`config.mk`:
```
export PLATFORM = sky130hd
export DESIGN_NAME = ddr_init_seq
export DESIGN_NICKNAME = d
export VERILOG_FILES = /design/src/rtl/ddr_init_seq.sv
export SDC_FILE = /design/constraint.sdc
export NUM_CORES = 1
export LEC_CHECK = 0
export CORE_MARGIN = 2
export CORE_UTILIZATION = 46
export DETAILED_ROUTE_END_ITERATION = 10
export PLACE_DENSITY = 0.8
export SETUP_SLACK_MARGIN = 0.2
export SYNTH_ARGS = -nofsm -noshare
export SYNTH_HDL_FRONTEND = slang
export SYNTH_SLANG_ARGS = --single-unit
```
`constraint.sdc`:
```
create_clock -name clk -period 3.55 [get_ports clk]
set_input_delay 0.71 -clock clk [delete_from_list [all_inputs] [get_ports clk]]
set_output_delay 0.71 -clock clk [all_outputs]
set_load 0.005 [all_outputs]
```
`src/rtl/ddr_init_seq.sv`:
```
module ddr_init_seq #(
  parameter int CAL_CYCLES   = 1700000,
  parameter int DESEL_CYCLES = 10000,
  parameter int TMRD         = 2,
  parameter int TRP          = 3,
  parameter int TRFC         = 14,
  parameter int REF_W        = 16
) (
  input  logic             clk,
  input  logic             rst,
  input  logic             start,
  input  logic [REF_W-1:0] ref_prog,
  output logic [3:0]       cmd,
  output logic             cmd_stb,
  output logic             cke,
  output logic             pad_hiz,
  output logic             ref_en,
  output logic [REF_W-1:0] ref_interval,
  output logic             cfg_we,
  output logic             cfg_sel,
  output logic [31:0]      cfg_wdata,
  output logic             done
);

  localparam int MAX_A = (CAL_CYCLES > DESEL_CYCLES) ? CAL_CYCLES : DESEL_CYCLES;
  localparam int MAX_B = (TRFC > TRP) ? TRFC : TRP;
  localparam int MAX_C = (TMRD > MAX_B) ? TMRD : MAX_B;
  localparam int MAX_D = (MAX_A > MAX_C) ? MAX_A : MAX_C;
  localparam int CNT_W = $clog2(MAX_D + 1);
  localparam int LAST  = 7;

  typedef enum logic [2:0] {
    S_IDLE, S_CAL, S_CFG0, S_CFG1, S_DESEL, S_CMD, S_WAIT, S_DONE
  } state_t;

  state_t           st;
  logic [CNT_W-1:0] cnt;
  logic [2:0]       step;

  function automatic logic [3:0] step_code(input logic [2:0] k);
    case (k)
      3'd0:    step_code = 4'b0011;
      3'd1:    step_code = 4'b0010;
      3'd2:    step_code = 4'b0100;
      3'd3:    step_code = 4'b0001;
      3'd4:    step_code = 4'b0010;
      3'd5:    step_code = 4'b0110;
      3'd6:    step_code = 4'b0110;
      default: step_code = 4'b0000;
    endcase
  endfunction

  function automatic logic [CNT_W-1:0] step_gap(input logic [2:0] k);
    int g;
    case (k)
      3'd0:            g = 1;
      3'd1, 3'd4:      g = TRP;
      3'd5, 3'd6:      g = TRFC;
      default:         g = TMRD;
    endcase
    step_gap = CNT_W'(g - 1);
  endfunction

  always_ff @(posedge clk) begin
    if (rst) begin
      st   <= S_IDLE;
      cnt  <= '0;
      step <= '0;
    end else begin
      case (st)
        S_IDLE: if (start) begin
          st  <= S_CAL;
          cnt <= CNT_W'(CAL_CYCLES - 1);
        end
        S_CAL: if (cnt == 0) st <= S_CFG0; else cnt <= cnt - 1'b1;
        S_CFG0: st <= S_CFG1;
        S_CFG1: begin
          st  <= S_DESEL;
          cnt <= CNT_W'(DESEL_CYCLES - 1);
        end
        S_DESEL: if (cnt == 0) begin
          st   <= S_CMD;
          step <= '0;
        end else cnt <= cnt - 1'b1;
        S_CMD: begin
          st  <= S_WAIT;
          cnt <= step_gap(step);
        end
        S_WAIT: if (cnt == 0) begin
          if (step == 3'(LAST)) st <= S_DONE;
          else begin
            step <= step + 1'b1;
            st   <= S_CMD;
          end
        end else cnt <= cnt - 1'b1;
        default: st <= S_DONE;
      endcase
    end
  end

  assign cmd_stb      = (st == S_CMD);
  assign cmd          = cmd_stb ? step_code(step) : 4'b1111;
  assign cke          = (st == S_CMD) || (st == S_WAIT) || (st == S_DONE);
  assign done         = (st == S_DONE);
  assign pad_hiz      = !done;
  assign ref_en       = done;
  assign ref_interval = done ? ref_prog : '0;
  assign cfg_we       = (st == S_CFG0) || (st == S_CFG1);
  assign cfg_sel      = (st == S_CFG1);
  assign cfg_wdata    = (st == S_CFG0) ? 32'h0000_1000 :
                        (st == S_CFG1) ? 32'h0002_08F0 : 32'h0;

endmodule

```
==> impl_results.html, run 1 <==
<table>
<tr><th>Metric</th><th>Value</th></tr>
<tr><th colspan="2">Global route</th></tr>
<tr><td>Vias in the first global route</td><td>around 2300</td></tr>
<tr><td>Overall fraction of global-route tracks in use</td><td>21.3%</td></tr>
<tr><td>First-pass GRT wire length</td><td>10.4 mm</td></tr>
<tr><td>Antenna violations before repair</td><td>0</td></tr>
<tr><td>Pin count of the biggest net entering global routing</td><td>23</td></tr>
<tr><td>GR Overflow Total</td><td>0</td></tr>
<tr><th colspan="2">Yosys</th></tr>
<tr><td>Synthesized area per cell</td><td>7.56 um^2</td></tr>
<tr><td>Synth cell types</td><td>approximately 60</td></tr>
<tr><td>Largest cells by area after synthesis</td><td>dfxtp_1, buf_4, a21oi_1</td></tr>
<tr><td>Number of flops mapped to enable cells by yosys</td><td>0</td></tr>
<tr><td>Share of synthesized flip-flops with an asynchronous set or reset</td><td>0%</td></tr>
<tr><td>Yosys warning count</td><td>0</td></tr>
<tr><td>Share of Yosys cell area claimed by the top area cell type</td><td>a little under a quarter</td></tr>
<tr><td>Proportion of synthesized area in mux cells</td><td>0%</td></tr>
<tr><td>Adder-Cell Fraction of Synth Area</td><td>under 10%</td></tr>
<tr><td>Sequential element share of the synthesized area</td><td>about 23%</td></tr>
<tr><td>Main combinational cell family by area after synthesis</td><td>simple AND/OR/NAND/NOR gates</td></tr>
<tr><td>Xor and xnor area share after synthesis</td><td>0%</td></tr>
<tr><td>Number of synthesized register bits</td><td>27</td></tr>
<tr><td>Fraction of the mapped netlist area in compound gates</td><td>a little over a quarter</td></tr>
<tr><td>Cell type contributing the most total cell area after synthesis</td><td>dfxtp_1</td></tr>
<tr><td>Combined area of all synthesized cells</td><td>2400 um^2</td></tr>
<tr><td>Simple-Gate Fraction of Synth Area</td><td>30.8%</td></tr>
<tr><td>Mapped Cells</td><td>between 300 and 400</td></tr>
<tr><td>Main flop type after synthesis</td><td>dfxtp_1</td></tr>
<tr><th colspan="2">CTS</th></tr>
<tr><td>Number of H-tree levels</td><td>1</td></tr>
<tr><td>Clock edge transition at the registers on the reported setup and hold paths</td><td>~110 ps</td></tr>
<tr><td>Clock buffers created by TritonCTS</td><td>3</td></tr>
<tr><td>Clk buf depth</td><td>2</td></tr>
<tr><td>CTS tree</td><td>yes</td></tr>
<tr><td>Hold-fix buffer count after cts</td><td>0</td></tr>
<tr><td>Count of buffers added by post-CTS timing repair for setup</td><td>0</td></tr>
<tr><td>Clock root buffer</td><td>clkbuf_8</td></tr>
<tr><td>Clock latency at the later pin of the worst-skew pair</td><td>approximately 280 ps</td></tr>
<tr><td>Resize count post-CTS</td><td>0</td></tr>
<tr><td>Clock Sink Count</td><td>27</td></tr>
<tr><th colspan="2">Critical path</th></tr>
<tr><td>Required time of the critical path</td><td>roughly 2800 ps</td></tr>
<tr><td>Sort of element at the end of the critical path</td><td>output port</td></tr>
<tr><td>Arrival time of the worst setup path</td><td>~2300 ps</td></tr>
<tr><td>Setup crit start kind</td><td>flip-flop</td></tr>
<tr><td>Top fanout value on the critical path</td><td>21</td></tr>
<tr><td>Worst Setup Path Type</td><td>flip-flop to output port</td></tr>
<tr><th colspan="2">Place</th></tr>
<tr><td>Setup slack at placement</td><td>around 870 ps</td></tr>
<tr><td># port buffers</td><td>between 50 and 60</td></tr>
<tr><td>Placed Instance Area</td><td>~2800 um^2</td></tr>
<tr><td>DPL Wire Length</td><td>between 4 and 5 mm</td></tr>
<tr><td>Gp weighted congestion</td><td>0.869</td></tr>
<tr><th colspan="2">Layout</th></tr>
<tr><td>Number of filler instances in the final layout</td><td>492</td></tr>
<tr><td>Post-synthesis to final-layout area growth</td><td>19.2%</td></tr>
<tr><td>Register area</td><td>around 540 um^2</td></tr>
<tr><td>Share of the core filled with cells</td><td>about 56%</td></tr>
<tr><td>Multi-input logic area</td><td>around 1600 um^2</td></tr>
<tr><td>Count of nets after finishing</td><td>382</td></tr>
<tr><td>Leading cell type in the layout, fill and taps excluded</td><td>clkdlybuf4s50_1</td></tr>
<tr><td>Fraction of layout instances using a drive strength above 1</td><td>approximately 7.6%</td></tr>
<tr><td>Area of all placed cells without fillers</td><td>between 2000 and 3000 um^2</td></tr>
<tr><td>Most used cells in the layout excluding fill and tap cells</td><td>clkdlybuf4s50_1, a21oi_1, dfxtp_1</td></tr>
<tr><td>Total inserted antenna cells</td><td>0</td></tr>
<tr><th colspan="2">Timing</th></tr>
<tr><td>Total of endpoints with negative setup slack in the final report</td><td>0</td></tr>
<tr><td>Worst clock skew</td><td>a little over 6 ps</td></tr>
<tr><td>Worst-case setup margin in the final layout</td><td>around 530 ps</td></tr>
<tr><td>Maximum clock frequency</td><td>331 MHz</td></tr>
<tr><td>RSZ-0062 raised after global routing</td><td>no</td></tr>
<tr><td>Total negative setup slack</td><td>0 ps</td></tr>
<tr><td>Min cycle time layout</td><td>3020 ps</td></tr>
<tr><td>Number of failing hold endpoints at the final stage</td><td>0</td></tr>
<tr><td>Pins Over Slew Limit</td><td>0</td></tr>
<tr><td>Fraction of the cycle the final worst path needs</td><td>85.0%</td></tr>
<tr><td>Least-Margin Pin Slew</td><td>just under 700 ps</td></tr>
<tr><td>Tightest slew margin relative to the limit</td><td>a little over half</td></tr>
<tr><th colspan="2">Run status</th></tr>
<tr><td>Result of the run</td><td>finished, final reports clean</td></tr>
<tr><th colspan="2">Power</th></tr>
<tr><td>Combinational group share of total power</td><td>a little over half</td></tr>
<tr><td>VDD IR max</td><td>~250 uV</td></tr>
<tr><td>Leakage power of the design</td><td>roughly 1.0 nW</td></tr>
<tr><td>Sw power</td><td>0.597 mW</td></tr>
<tr><td>Pwr dens</td><td>approximately 450 nW/um^2</td></tr>
<tr><td>Internal power component</td><td>around 0.7 mW</td></tr>
<tr><td>Sequential cell fraction of total power</td><td>32.8%</td></tr>
<tr><td>Clock group share of total power</td><td>~14%</td></tr>
<tr><td>Switching Share</td><td>46.0%</td></tr>
<tr><th colspan="2">Floorplanning</th></tr>
<tr><td>Starting utilization of the core area</td><td>roughly 47%</td></tr>
<tr><td>Number of ports placed on the die boundary</td><td>just under 80</td></tr>
<tr><td>DIE AREA</td><td>roughly 5800 um^2</td></tr>
<tr><td>Die boundary height</td><td>roughly 76 um</td></tr>
<tr><td>Number of placement rows</td><td>26</td></tr>
<tr><td>Horizontal die dimension</td><td>76.2 um</td></tr>
<tr><td>Area of the core</td><td>5070 um^2</td></tr>
<tr><th colspan="2">Worst hold path</th></tr>
<tr><td>Min-delay worst type</td><td>flip-flop to flip-flop</td></tr>
<tr><th colspan="2">Detailed routing</th></tr>
<tr><td>Vias per cell</td><td>between 5 and 6</td></tr>
<tr><td>Aggregate routed wire length</td><td>between 6 and 7 mm</td></tr>
<tr><td>DR pass1 iterations</td><td>7</td></tr>
<tr><td>Post-DR wirelength/cell</td><td>roughly 15 um</td></tr>
<tr><td>Number of remaining DRC errors</td><td>0</td></tr>
<tr><td>Total number of vias</td><td>about 2400</td></tr>
<tr><td>Drt initial violations</td><td>255</td></tr>
<tr><td>Post-route ant nets</td><td>0</td></tr>
<tr><th colspan="2">Job</th></tr>
<tr><td>Max-cap violations</td><td>0</td></tr>
</table>
-- synthesized netlist by cell type, drive strengths merged (2+ instances only) --
| library cell | n |
|---|---|
| a2111oi | 3 |
| a211oi | 4 |
| a21o | 4 |
| a21oi | 36 |
| a221oi | 2 |
| a311oi | 6 |
| a31oi | 6 |
| and2 | 16 |
| buf | 43 |
| clkbuf | 6 |
| dfxtp | 27 |
| ha | 7 |
| inv | 12 |
| nand2 | 22 |
| nand2b | 2 |
| nand3 | 11 |
| nor2 | 25 |
| nor2b | 4 |
| nor3 | 18 |
| nor3b | 3 |
| nor4 | 7 |
| o211ai | 4 |
| o21ai | 3 |
| o221ai | 2 |
| o22ai | 3 |
| o31ai | 4 |
| o32ai | 3 |
| or2 | 3 |
| or3 | 5 |
| or4 | 8 |
-- registers in the layout, indices dropped and copies added, names as in the netlist --
name / count
step: 3
cnt: 21
st: 3
-- area by class of cell --
type | instances | share of cell area, %
multi-input cells | 252 | 54.5
clock inverters | 1 | 0.263
flip-flops and latches | 27 | 18.9
well taps | 70 | 3.07
clock buffers | 3 | 1.45
repair buffers | 59 | 20.1
inverters | 13 | 1.71
-- power groups by stage --
stage / clock network [mW] / logic [mW] / registers [mW]
floorplan: 0 / 0.571 / 0.405
CTS: 0.192 / 0.680 / 0.423
global placement: 0 / 0.659 / 0.427
detailed placement: 0 / 0.675 / 0.429
global route: 0.202 / 0.753 / 0.436
finish: 0.187 / 0.685 / 0.426
-- critical path, cell delays in order, from the launching register on --
cell             delay, ps
dfxtp_1                650
nand3_1                240
inv_1                  430
and2_1                 210
clkdlybuf4s50_1        500
-- cell families after synthesis --
kind of cell,count (synthesis)
AO/OA/AOI/OAI,91
adder cells (fa/ha/maj),7
buffers and inverters,62
flip-flops,27
other,1
AND/OR/NAND/NOR,129
-- final timing paths --
| path | slack, ps | startpoint | to | cells after the start |
|---|---|---|---|---|
| max | 530 | st[1] | ref_interval[0] | 4 |
| min | 490 | cnt[18] | cnt[18] | 2 |
| max reg2reg | 930 | cnt[12] | cnt[7] | 6 |
| min reg2reg | 490 | cnt[18] | cnt[18] | 2 |
-- metrics by stage --
step           hold WS [ps]  power (mW)  cells
5_1_grt                 534        1.39    425
6_report                491        1.30    425
3_3_place_gp            466        1.09    421
3_5_place_dp            481        1.10    421
4_1_cts                 498        1.29    425
2_1_floorplan           451       0.976    341
-- routing by layer --
layer  share of wire, %  vias to the layer above  global-route usage, %
li1                   -                     1189                      -
met1                 43                     1123                   26.7
met2                 49                      125                   39.6
met3                7.1                        2                   2.13
met4               0.56                        0                   4.55
met5                  0                        -                      0
Power figures use the tool's default switching activity.
==> inputs of run 2 (changes only) <==
--- a/config.mk
+++ b/config.mk
@@ -8,8 +8,9 @@
 export CORE_MARGIN = 2
 export CORE_UTILIZATION = 46
 export DETAILED_ROUTE_END_ITERATION = 10
-export PLACE_DENSITY = 0.8
+export PLACE_DENSITY = 0.78
 export SETUP_SLACK_MARGIN = 0.2
 export SYNTH_ARGS = -nofsm -noshare
 export SYNTH_HDL_FRONTEND = slang
 export SYNTH_SLANG_ARGS = --single-unit
+export TNS_END_PERCENT = 5
==> impl_results.html, run 2 (same netlist as run 1, synthesis figures left out) <==
<table>
<tr><th>Metric</th><th>Value</th></tr>
<tr><th colspan="2">Detailed routing</th></tr>
<tr><td>Aggregate routed wire length</td><td>between 6 and 7 mm</td></tr>
<tr><td>Post-DR wirelength/cell</td><td>14.4 um</td></tr>
<tr><td>Vias per cell</td><td>between 5 and 6</td></tr>
<tr><td>Post-route ant nets</td><td>0</td></tr>
<tr><td>Total number of vias</td><td>between 2000 and 2500</td></tr>
<tr><td>Number of remaining DRC errors</td><td>0</td></tr>
<tr><td>DR pass1 iterations</td><td>5</td></tr>
<tr><td>Drt initial violations</td><td>about 170</td></tr>
<tr><th colspan="2">Critical path</th></tr>
<tr><td>Register-to-register path setup slack</td><td>~870 ps</td></tr>
<tr><td>Worst reg2reg endpoint</td><td>cnt[7]</td></tr>
<tr><td>Arrival time of the worst setup path</td><td>2220 ps</td></tr>
<tr><td>Required time of the critical path</td><td>2840 ps</td></tr>
<tr><td>Critical-path top delay cell</td><td>dfxtp_1</td></tr>
<tr><td>Setup crit start kind</td><td>flip-flop</td></tr>
<tr><td>Slowest Stage Delay on Critical Path</td><td>620 ps</td></tr>
<tr><td>Capture point of the worst path</td><td>ref_interval[6]</td></tr>
<tr><td>Top fanout value on the critical path</td><td>21</td></tr>
<tr><td>Cell Chain, Critical Path</td><td>nand3_1 -&gt; inv_1 -&gt; and2_1 -&gt; clkdlybuf4s50_1</td></tr>
<tr><td>Worst Setup Path Type</td><td>flip-flop to output port</td></tr>
<tr><td>FF-to-FF path depth</td><td>7</td></tr>
<tr><td>CP Launch Point</td><td>st[1]</td></tr>
<tr><td>Reg2reg start</td><td>cnt[0]</td></tr>
<tr><td>Sort of element at the end of the critical path</td><td>output port</td></tr>
<tr><th colspan="2">Timing</th></tr>
<tr><td>Hold slack final</td><td>roughly 500 ps</td></tr>
<tr><td>Total of endpoints with negative setup slack in the final report</td><td>0</td></tr>
<tr><td>Tightest slew margin relative to the limit</td><td>slightly below 60%</td></tr>
<tr><td>Number of failing hold endpoints at the final stage</td><td>0</td></tr>
<tr><td>Worst-case setup margin in the final layout</td><td>around 620 ps</td></tr>
<tr><td>Total negative setup slack</td><td>0 ps</td></tr>
<tr><td>Fraction of the cycle the final worst path needs</td><td>between 80% and 90%</td></tr>
<tr><td>Least-Margin Pin Slew</td><td>about 630 ps</td></tr>
<tr><td>Pins Over Slew Limit</td><td>0</td></tr>
<tr><td>Min cycle time layout</td><td>about 2900 ps</td></tr>
<tr><td>RSZ-0062 raised after global routing</td><td>no</td></tr>
<tr><td>Worst clock skew</td><td>approximately 5.4 ps</td></tr>
<tr><td>Maximum clock frequency</td><td>between 300 and 400 MHz</td></tr>
<tr><th colspan="2">CTS</th></tr>
<tr><td>Clock Sink Count</td><td>27</td></tr>
<tr><td>CTS tree</td><td>yes</td></tr>
<tr><td>Number of H-tree levels</td><td>1</td></tr>
<tr><td>Resize count post-CTS</td><td>0</td></tr>
<tr><td>Hold-fix buffer count after cts</td><td>0</td></tr>
<tr><td>Clock buffers created by TritonCTS</td><td>3</td></tr>
<tr><td>Clk buf depth</td><td>2</td></tr>
<tr><td>Count of buffers added by post-CTS timing repair for setup</td><td>0</td></tr>
<tr><td>Clock latency at the later pin of the worst-skew pair</td><td>280 ps</td></tr>
<tr><td>Clock edge transition at the registers on the reported setup and hold paths</td><td>~110 ps</td></tr>
<tr><td>Clock root buffer</td><td>clkbuf_8</td></tr>
<tr><th colspan="2">Layout</th></tr>
<tr><td>Number of filler instances in the final layout</td><td>around 500</td></tr>
<tr><td>Leading registers by flop count</td><td>cnt (21), st (3), step (3)</td></tr>
<tr><td>Most flops, register</td><td>cnt</td></tr>
<tr><td>Fraction of layout instances using a drive strength above 1</td><td>about 7.6%</td></tr>
<tr><td>Total inserted antenna cells</td><td>0</td></tr>
<tr><td>Count of nets after finishing</td><td>approximately 380</td></tr>
<tr><td>Share of the core filled with cells</td><td>~56%</td></tr>
<tr><td>Post-synthesis to final-layout area growth</td><td>19.2%</td></tr>
<tr><td>Count of non-filler cells in the finished layout</td><td>around 430</td></tr>
<tr><td>Flip-flop count of the largest register, all copies and words added</td><td>21</td></tr>
<tr><td>Leading cell type in the layout, fill and taps excluded</td><td>clkdlybuf4s50_1</td></tr>
<tr><td>Area of all placed cells without fillers</td><td>2860 um^2</td></tr>
<tr><td>Most used cells in the layout excluding fill and tap cells</td><td>clkdlybuf4s50_1, a21oi_1, dfxtp_1</td></tr>
<tr><th colspan="2">Floorplanning</th></tr>
<tr><td>Area of the core</td><td>5070 um^2</td></tr>
<tr><td>Horizontal die dimension</td><td>~76 um</td></tr>
<tr><td>DIE AREA</td><td>5800 um^2</td></tr>
<tr><td>Starting utilization of the core area</td><td>47.2%</td></tr>
<tr><td>Number of ports placed on the die boundary</td><td>between 70 and 80</td></tr>
<tr><td>Die boundary height</td><td>approximately 76 um</td></tr>
<tr><td>Number of placement rows</td><td>26</td></tr>
<tr><th colspan="2">Global route</th></tr>
<tr><td>GR Overflow Total</td><td>0</td></tr>
<tr><td>Overall fraction of global-route tracks in use</td><td>21.1%</td></tr>
<tr><td>First-pass GRT wire length</td><td>around 10 mm</td></tr>
<tr><td>Pin count of the biggest net entering global routing</td><td>25</td></tr>
<tr><td>Antenna violations before repair</td><td>0</td></tr>
<tr><td>Vias in the first global route</td><td>between 2000 and 2500</td></tr>
<tr><th colspan="2">Power</th></tr>
<tr><td>VDD IR max</td><td>238 uV</td></tr>
<tr><td>Pwr dens</td><td>452 nW/um^2</td></tr>
<tr><td>Leakage power of the design</td><td>1.05 nW</td></tr>
<tr><td>Total power of the final layout</td><td>approximately 1.3 mW</td></tr>
<tr><th colspan="2">Place</th></tr>
<tr><td>DPL Wire Length</td><td>around 4.7 mm</td></tr>
<tr><td>Setup slack at placement</td><td>942 ps</td></tr>
<tr><td># port buffers</td><td>52</td></tr>
<tr><td>Inst Count DP</td><td>about 420</td></tr>
<tr><td>Gp weighted congestion</td><td>between 0.8 and 0.9</td></tr>
<tr><td>Placed Instance Area</td><td>around 2800 um^2</td></tr>
<tr><th colspan="2">Run status</th></tr>
<tr><td>Result of the run</td><td>finished, final reports clean</td></tr>
<tr><th colspan="2">Worst hold path</th></tr>
<tr><td>Min-delay worst type</td><td>flip-flop to flip-flop</td></tr>
<tr><th colspan="2">Job</th></tr>
<tr><td>Max-cap violations</td><td>0</td></tr>
</table>
## run 2: worst min-delay path by stage
| stage | startpoint | to | slack [ps] | cells past startpoint |
|---|---|---|---|---|
| finish | cnt[11] | cnt[11] | 500 | 2 |
| global route | cnt[11] | cnt[11] | 530 | 2 |
| CTS | cnt[11] | cnt[11] | 500 | 2 |
| floorplan | cnt[18] | cnt[18] | 450 | 2 |
| global placement | cnt[11] | cnt[11] | 470 | 2 |
| detailed placement | cnt[11] | cnt[11] | 480 | 2 |
## run 2: per-layer routing
layer	global-route usage (%)	up-vias	share of wire, %
li1	-	1187	-
met1	28.3	1100	43
met2	35.0	113	47
met3	3.32	7	8.6
met4	6.36	0	1.1
met5	0	-	0
## run 2: layout make-up
type / count / area [um^2] / share of cell area [%]
well taps: 70 / 87.6 / 3.07
clock inverters: 1 / 7.51 / 0.263
repair buffers: 59 / 573 / 20.1
clock buffers: 3 / 41.3 / 1.45
inverters: 13 / 48.8 / 1.71
multi-input cells: 252 / 1560 / 54.5
flip-flops and latches: 27 / 541 / 18.9
## run 2: power breakdown
part / switching [mW] / total, mW / internal, mW
clock network: 0.111 / 0.191 / 0.0801
logic: 0.408 / 0.678 / 0.270
registers: 0.0711 / 0.423 / 0.352
total: 0.590 / 1.29 / 0.702
## run 2: worst max-delay path, delay by kind of cell, from the launching register on
kind	cells	cell delay (ps)
flops	1	620
simple gates	2	420
buf+inv	2	900
==> inputs of run 3 (changes only) <==
==> constraint.sdc (replaced) <==
create_clock -name clk -period 2.81 [get_ports clk]
set_input_delay 0.562 -clock clk [delete_from_list [all_inputs] [get_ports clk]]
set_output_delay 0.562 -clock clk [all_outputs]
set_load 0.005 [all_outputs]
==> impl_results.html, run 3 (same netlist as run 1, synthesis figures left out) <==
<table>
<tr><th>Metric</th><th>Value</th></tr>
<tr><th colspan="2">Floorplanning</th></tr>
<tr><td>Number of ports placed on the die boundary</td><td>around 80</td></tr>
<tr><td>Starting utilization of the core area</td><td>a little under half</td></tr>
<tr><td>Number of placement rows</td><td>26</td></tr>
<tr><td>Die boundary height</td><td>around 76 um</td></tr>
<tr><td>DIE AREA</td><td>between 5000 and 6000 um^2</td></tr>
<tr><td>Area of the core</td><td>approximately 5100 um^2</td></tr>
<tr><td>Horizontal die dimension</td><td>around 76 um</td></tr>
<tr><th colspan="2">Global route</th></tr>
<tr><td>Overall fraction of global-route tracks in use</td><td>21.3%</td></tr>
<tr><td>Vias in the first global route</td><td>about 2300</td></tr>
<tr><td>Pin count of the biggest net entering global routing</td><td>25</td></tr>
<tr><td>Antenna violations before repair</td><td>0</td></tr>
<tr><td>First-pass GRT wire length</td><td>10.4 mm</td></tr>
<tr><td>GR Overflow Total</td><td>0</td></tr>
<tr><th colspan="2">Timing</th></tr>
<tr><td>Min cycle time layout</td><td>between 2000 and 3000 ps</td></tr>
<tr><td>Worst-case setup margin in the final layout</td><td>just under 300 ps</td></tr>
<tr><td>RSZ-0062 raised after global routing</td><td>yes</td></tr>
<tr><td>Least-Margin Pin Slew</td><td>~1000 ps</td></tr>
<tr><td>Number of failing hold endpoints at the final stage</td><td>0</td></tr>
<tr><td>Worst clock skew</td><td>a little under 5 ps</td></tr>
<tr><td>Maximum clock frequency</td><td>roughly 400 MHz</td></tr>
<tr><td>Total of endpoints with negative setup slack in the final report</td><td>0</td></tr>
<tr><td>Tightest slew margin relative to the limit</td><td>between 30 and 40%</td></tr>
<tr><td>Total negative setup slack</td><td>0 ps</td></tr>
<tr><td>Pins Over Slew Limit</td><td>0</td></tr>
<tr><td>Fraction of the cycle the final worst path needs</td><td>89.6%</td></tr>
<tr><th colspan="2">Layout</th></tr>
<tr><td>Leading registers by flop count</td><td>cnt (21), st (3), step (3)</td></tr>
<tr><td>Most used cells in the layout excluding fill and tap cells</td><td>clkdlybuf4s50_1, a21oi_1, nor2_1, conb_1, dfxtp_1</td></tr>
<tr><td>Most flops, register</td><td>cnt</td></tr>
<tr><td>Share of the core filled with cells</td><td>56.7%</td></tr>
<tr><td>Fraction of layout instances using a drive strength above 1</td><td>between 8 and 9%</td></tr>
<tr><td>Total inserted antenna cells</td><td>0</td></tr>
<tr><td>Count of nets after finishing</td><td>384</td></tr>
<tr><td>Number of filler instances in the final layout</td><td>roughly 500</td></tr>
<tr><td>Leading cell type in the layout, fill and taps excluded</td><td>clkdlybuf4s50_1</td></tr>
<tr><td>Flip-flop count of the largest register, all copies and words added</td><td>21</td></tr>
<tr><td>Post-synthesis to final-layout area growth</td><td>20.1%</td></tr>
<tr><th colspan="2">Power</th></tr>
<tr><td>Total power of the final layout</td><td>roughly 1.6 mW</td></tr>
<tr><td>Pwr dens</td><td>568 nW/um^2</td></tr>
<tr><td>VDD IR max</td><td>roughly 280 uV</td></tr>
<tr><td>Leakage power of the design</td><td>1.05 nW</td></tr>
<tr><th colspan="2">CTS</th></tr>
<tr><td>Clk buf depth</td><td>2</td></tr>
<tr><td>Clock root buffer</td><td>clkbuf_8</td></tr>
<tr><td>Clock latency at the later pin of the worst-skew pair</td><td>between 200 and 300 ps</td></tr>
<tr><td>Hold-fix buffer count after cts</td><td>0</td></tr>
<tr><td>Clock buffers created by TritonCTS</td><td>3</td></tr>
<tr><td>CTS tree</td><td>yes</td></tr>
<tr><td>Clock Sink Count</td><td>27</td></tr>
<tr><td>Clock edge transition at the registers on the reported setup and hold paths</td><td>about 100 ps</td></tr>
<tr><td>Number of H-tree levels</td><td>1</td></tr>
<tr><th colspan="2">Critical path</th></tr>
<tr><td>Setup crit start kind</td><td>flip-flop</td></tr>
<tr><td>Required time of the critical path</td><td>~2300 ps</td></tr>
<tr><td>Arrival time of the worst setup path</td><td>about 2000 ps</td></tr>
<tr><td>Critical-path top delay cell</td><td>dfxtp_1</td></tr>
<tr><td>Worst Setup Path Type</td><td>flip-flop to output port</td></tr>
<tr><td>Slowest Stage Delay on Critical Path</td><td>approximately 530 ps</td></tr>
<tr><td>Top fanout value on the critical path</td><td>21</td></tr>
<tr><td>Sort of element at the end of the critical path</td><td>output port</td></tr>
<tr><td>Cell Chain, Critical Path</td><td>nand3_1 -&gt; clkinvlp_4 -&gt; and2_1 -&gt; clkdlybuf4s50_1</td></tr>
<tr><th colspan="2">Worst hold path</th></tr>
<tr><td>Min-delay worst type</td><td>flip-flop to flip-flop</td></tr>
<tr><th colspan="2">Detailed routing</th></tr>
<tr><td>Met1 WL</td><td>between 2 and 3 mm</td></tr>
<tr><td>Total number of vias</td><td>roughly 2400</td></tr>
<tr><td>Post-route ant nets</td><td>0</td></tr>
<tr><td>Post-DR wirelength/cell</td><td>between 10 and 15 um</td></tr>
<tr><td>Vias per cell</td><td>5.72</td></tr>
<tr><td>Drt initial violations</td><td>108</td></tr>
<tr><td>Met3 WL</td><td>about 440 um</td></tr>
<tr><td>Aggregate routed wire length</td><td>about 6.3 mm</td></tr>
<tr><td>Highest layer used for signal routing</td><td>met4</td></tr>
<tr><td>DR pass1 iterations</td><td>6</td></tr>
<tr><td>Number of remaining DRC errors</td><td>0</td></tr>
<tr><td>WL met2</td><td>roughly 3.0 mm</td></tr>
<tr><th colspan="2">Place</th></tr>
<tr><td>Setup slack at placement</td><td>around 440 ps</td></tr>
<tr><td>DPL Wire Length</td><td>4.76 mm</td></tr>
<tr><td>Gp weighted congestion</td><td>between 0.8 and 0.9</td></tr>
<tr><td># port buffers</td><td>52</td></tr>
<tr><th colspan="2">Run status</th></tr>
<tr><td>Result of the run</td><td>finished, final reports clean</td></tr>
<tr><th colspan="2">Job</th></tr>
<tr><td>Max-cap violations</td><td>0</td></tr>
</table>
## run 3: cell types whose count changed in the layout (fill, tap and decap cells not counted), sizes merged
cell	change
clkinvlp	+1
buf	+2
inv	-1
## run 3: repair_timing
| action | 4_1_cts | 5_1_grt |
|---|---|---|
| resized for setup | 1 | 2 |
| setup endpoints to repair | 16 | 17 |
| setup buffers | 0 | 0 |
## run 3: metrics by stage
step,area (um^2),std cells,hold WS [ps]
2_1_floorplan,2490,341,451
3_3_place_gp,2820,423,483
3_5_place_dp,2820,423,486
4_1_cts,2880,427,501
5_1_grt,2880,427,523
6_report,2880,427,498
## run 3: where the power goes
group | internal, mW | switching (mW)
clock network | 0.101 | 0.131
registers | 0.445 | 0.0896
logic | 0.343 | 0.526
## run 3: final cells by class
class	instances	area [um^2]	share of cell area (%)
clock buffer	3	41.3	1.43
clock inverter	1	7.51	0.261
inverter	13	52.6	1.83
multi-input combinational	252	1560	54.1
sequential	27	543	18.9
tap	70	87.6	3.04
timing repair buffer	61	588	20.4
## run 3: worst paths after layout
| check | to | slack, ps | startpoint | depth (start not counted) |
|---|---|---|---|---|
| setup / recovery | ref_interval[8] | 290 | st[1] | 4 |
| hold / removal | step[1] | 500 | step[1] | 2 |
| hold reg to reg | step[1] | 500 | step[1] | 2 |
| setup reg to reg | cnt[6] | 420 | cnt[0] | 9 |
## run 3: worst max-delay path, delay by kind of cell, from the launching register on
kind,cells,cell delay [ps]
buffers and inverters,2,770
DFF,1,530
and+or+nand+nor,2,380
## run 3: per-layer routing
layer  vias to the layer above  GRT usage [%]
met4                         0           6.91
met3                        11           2.25
met1                      1126           28.7
met5                         -              0
met2                       114           35.7
li1                       1192              -
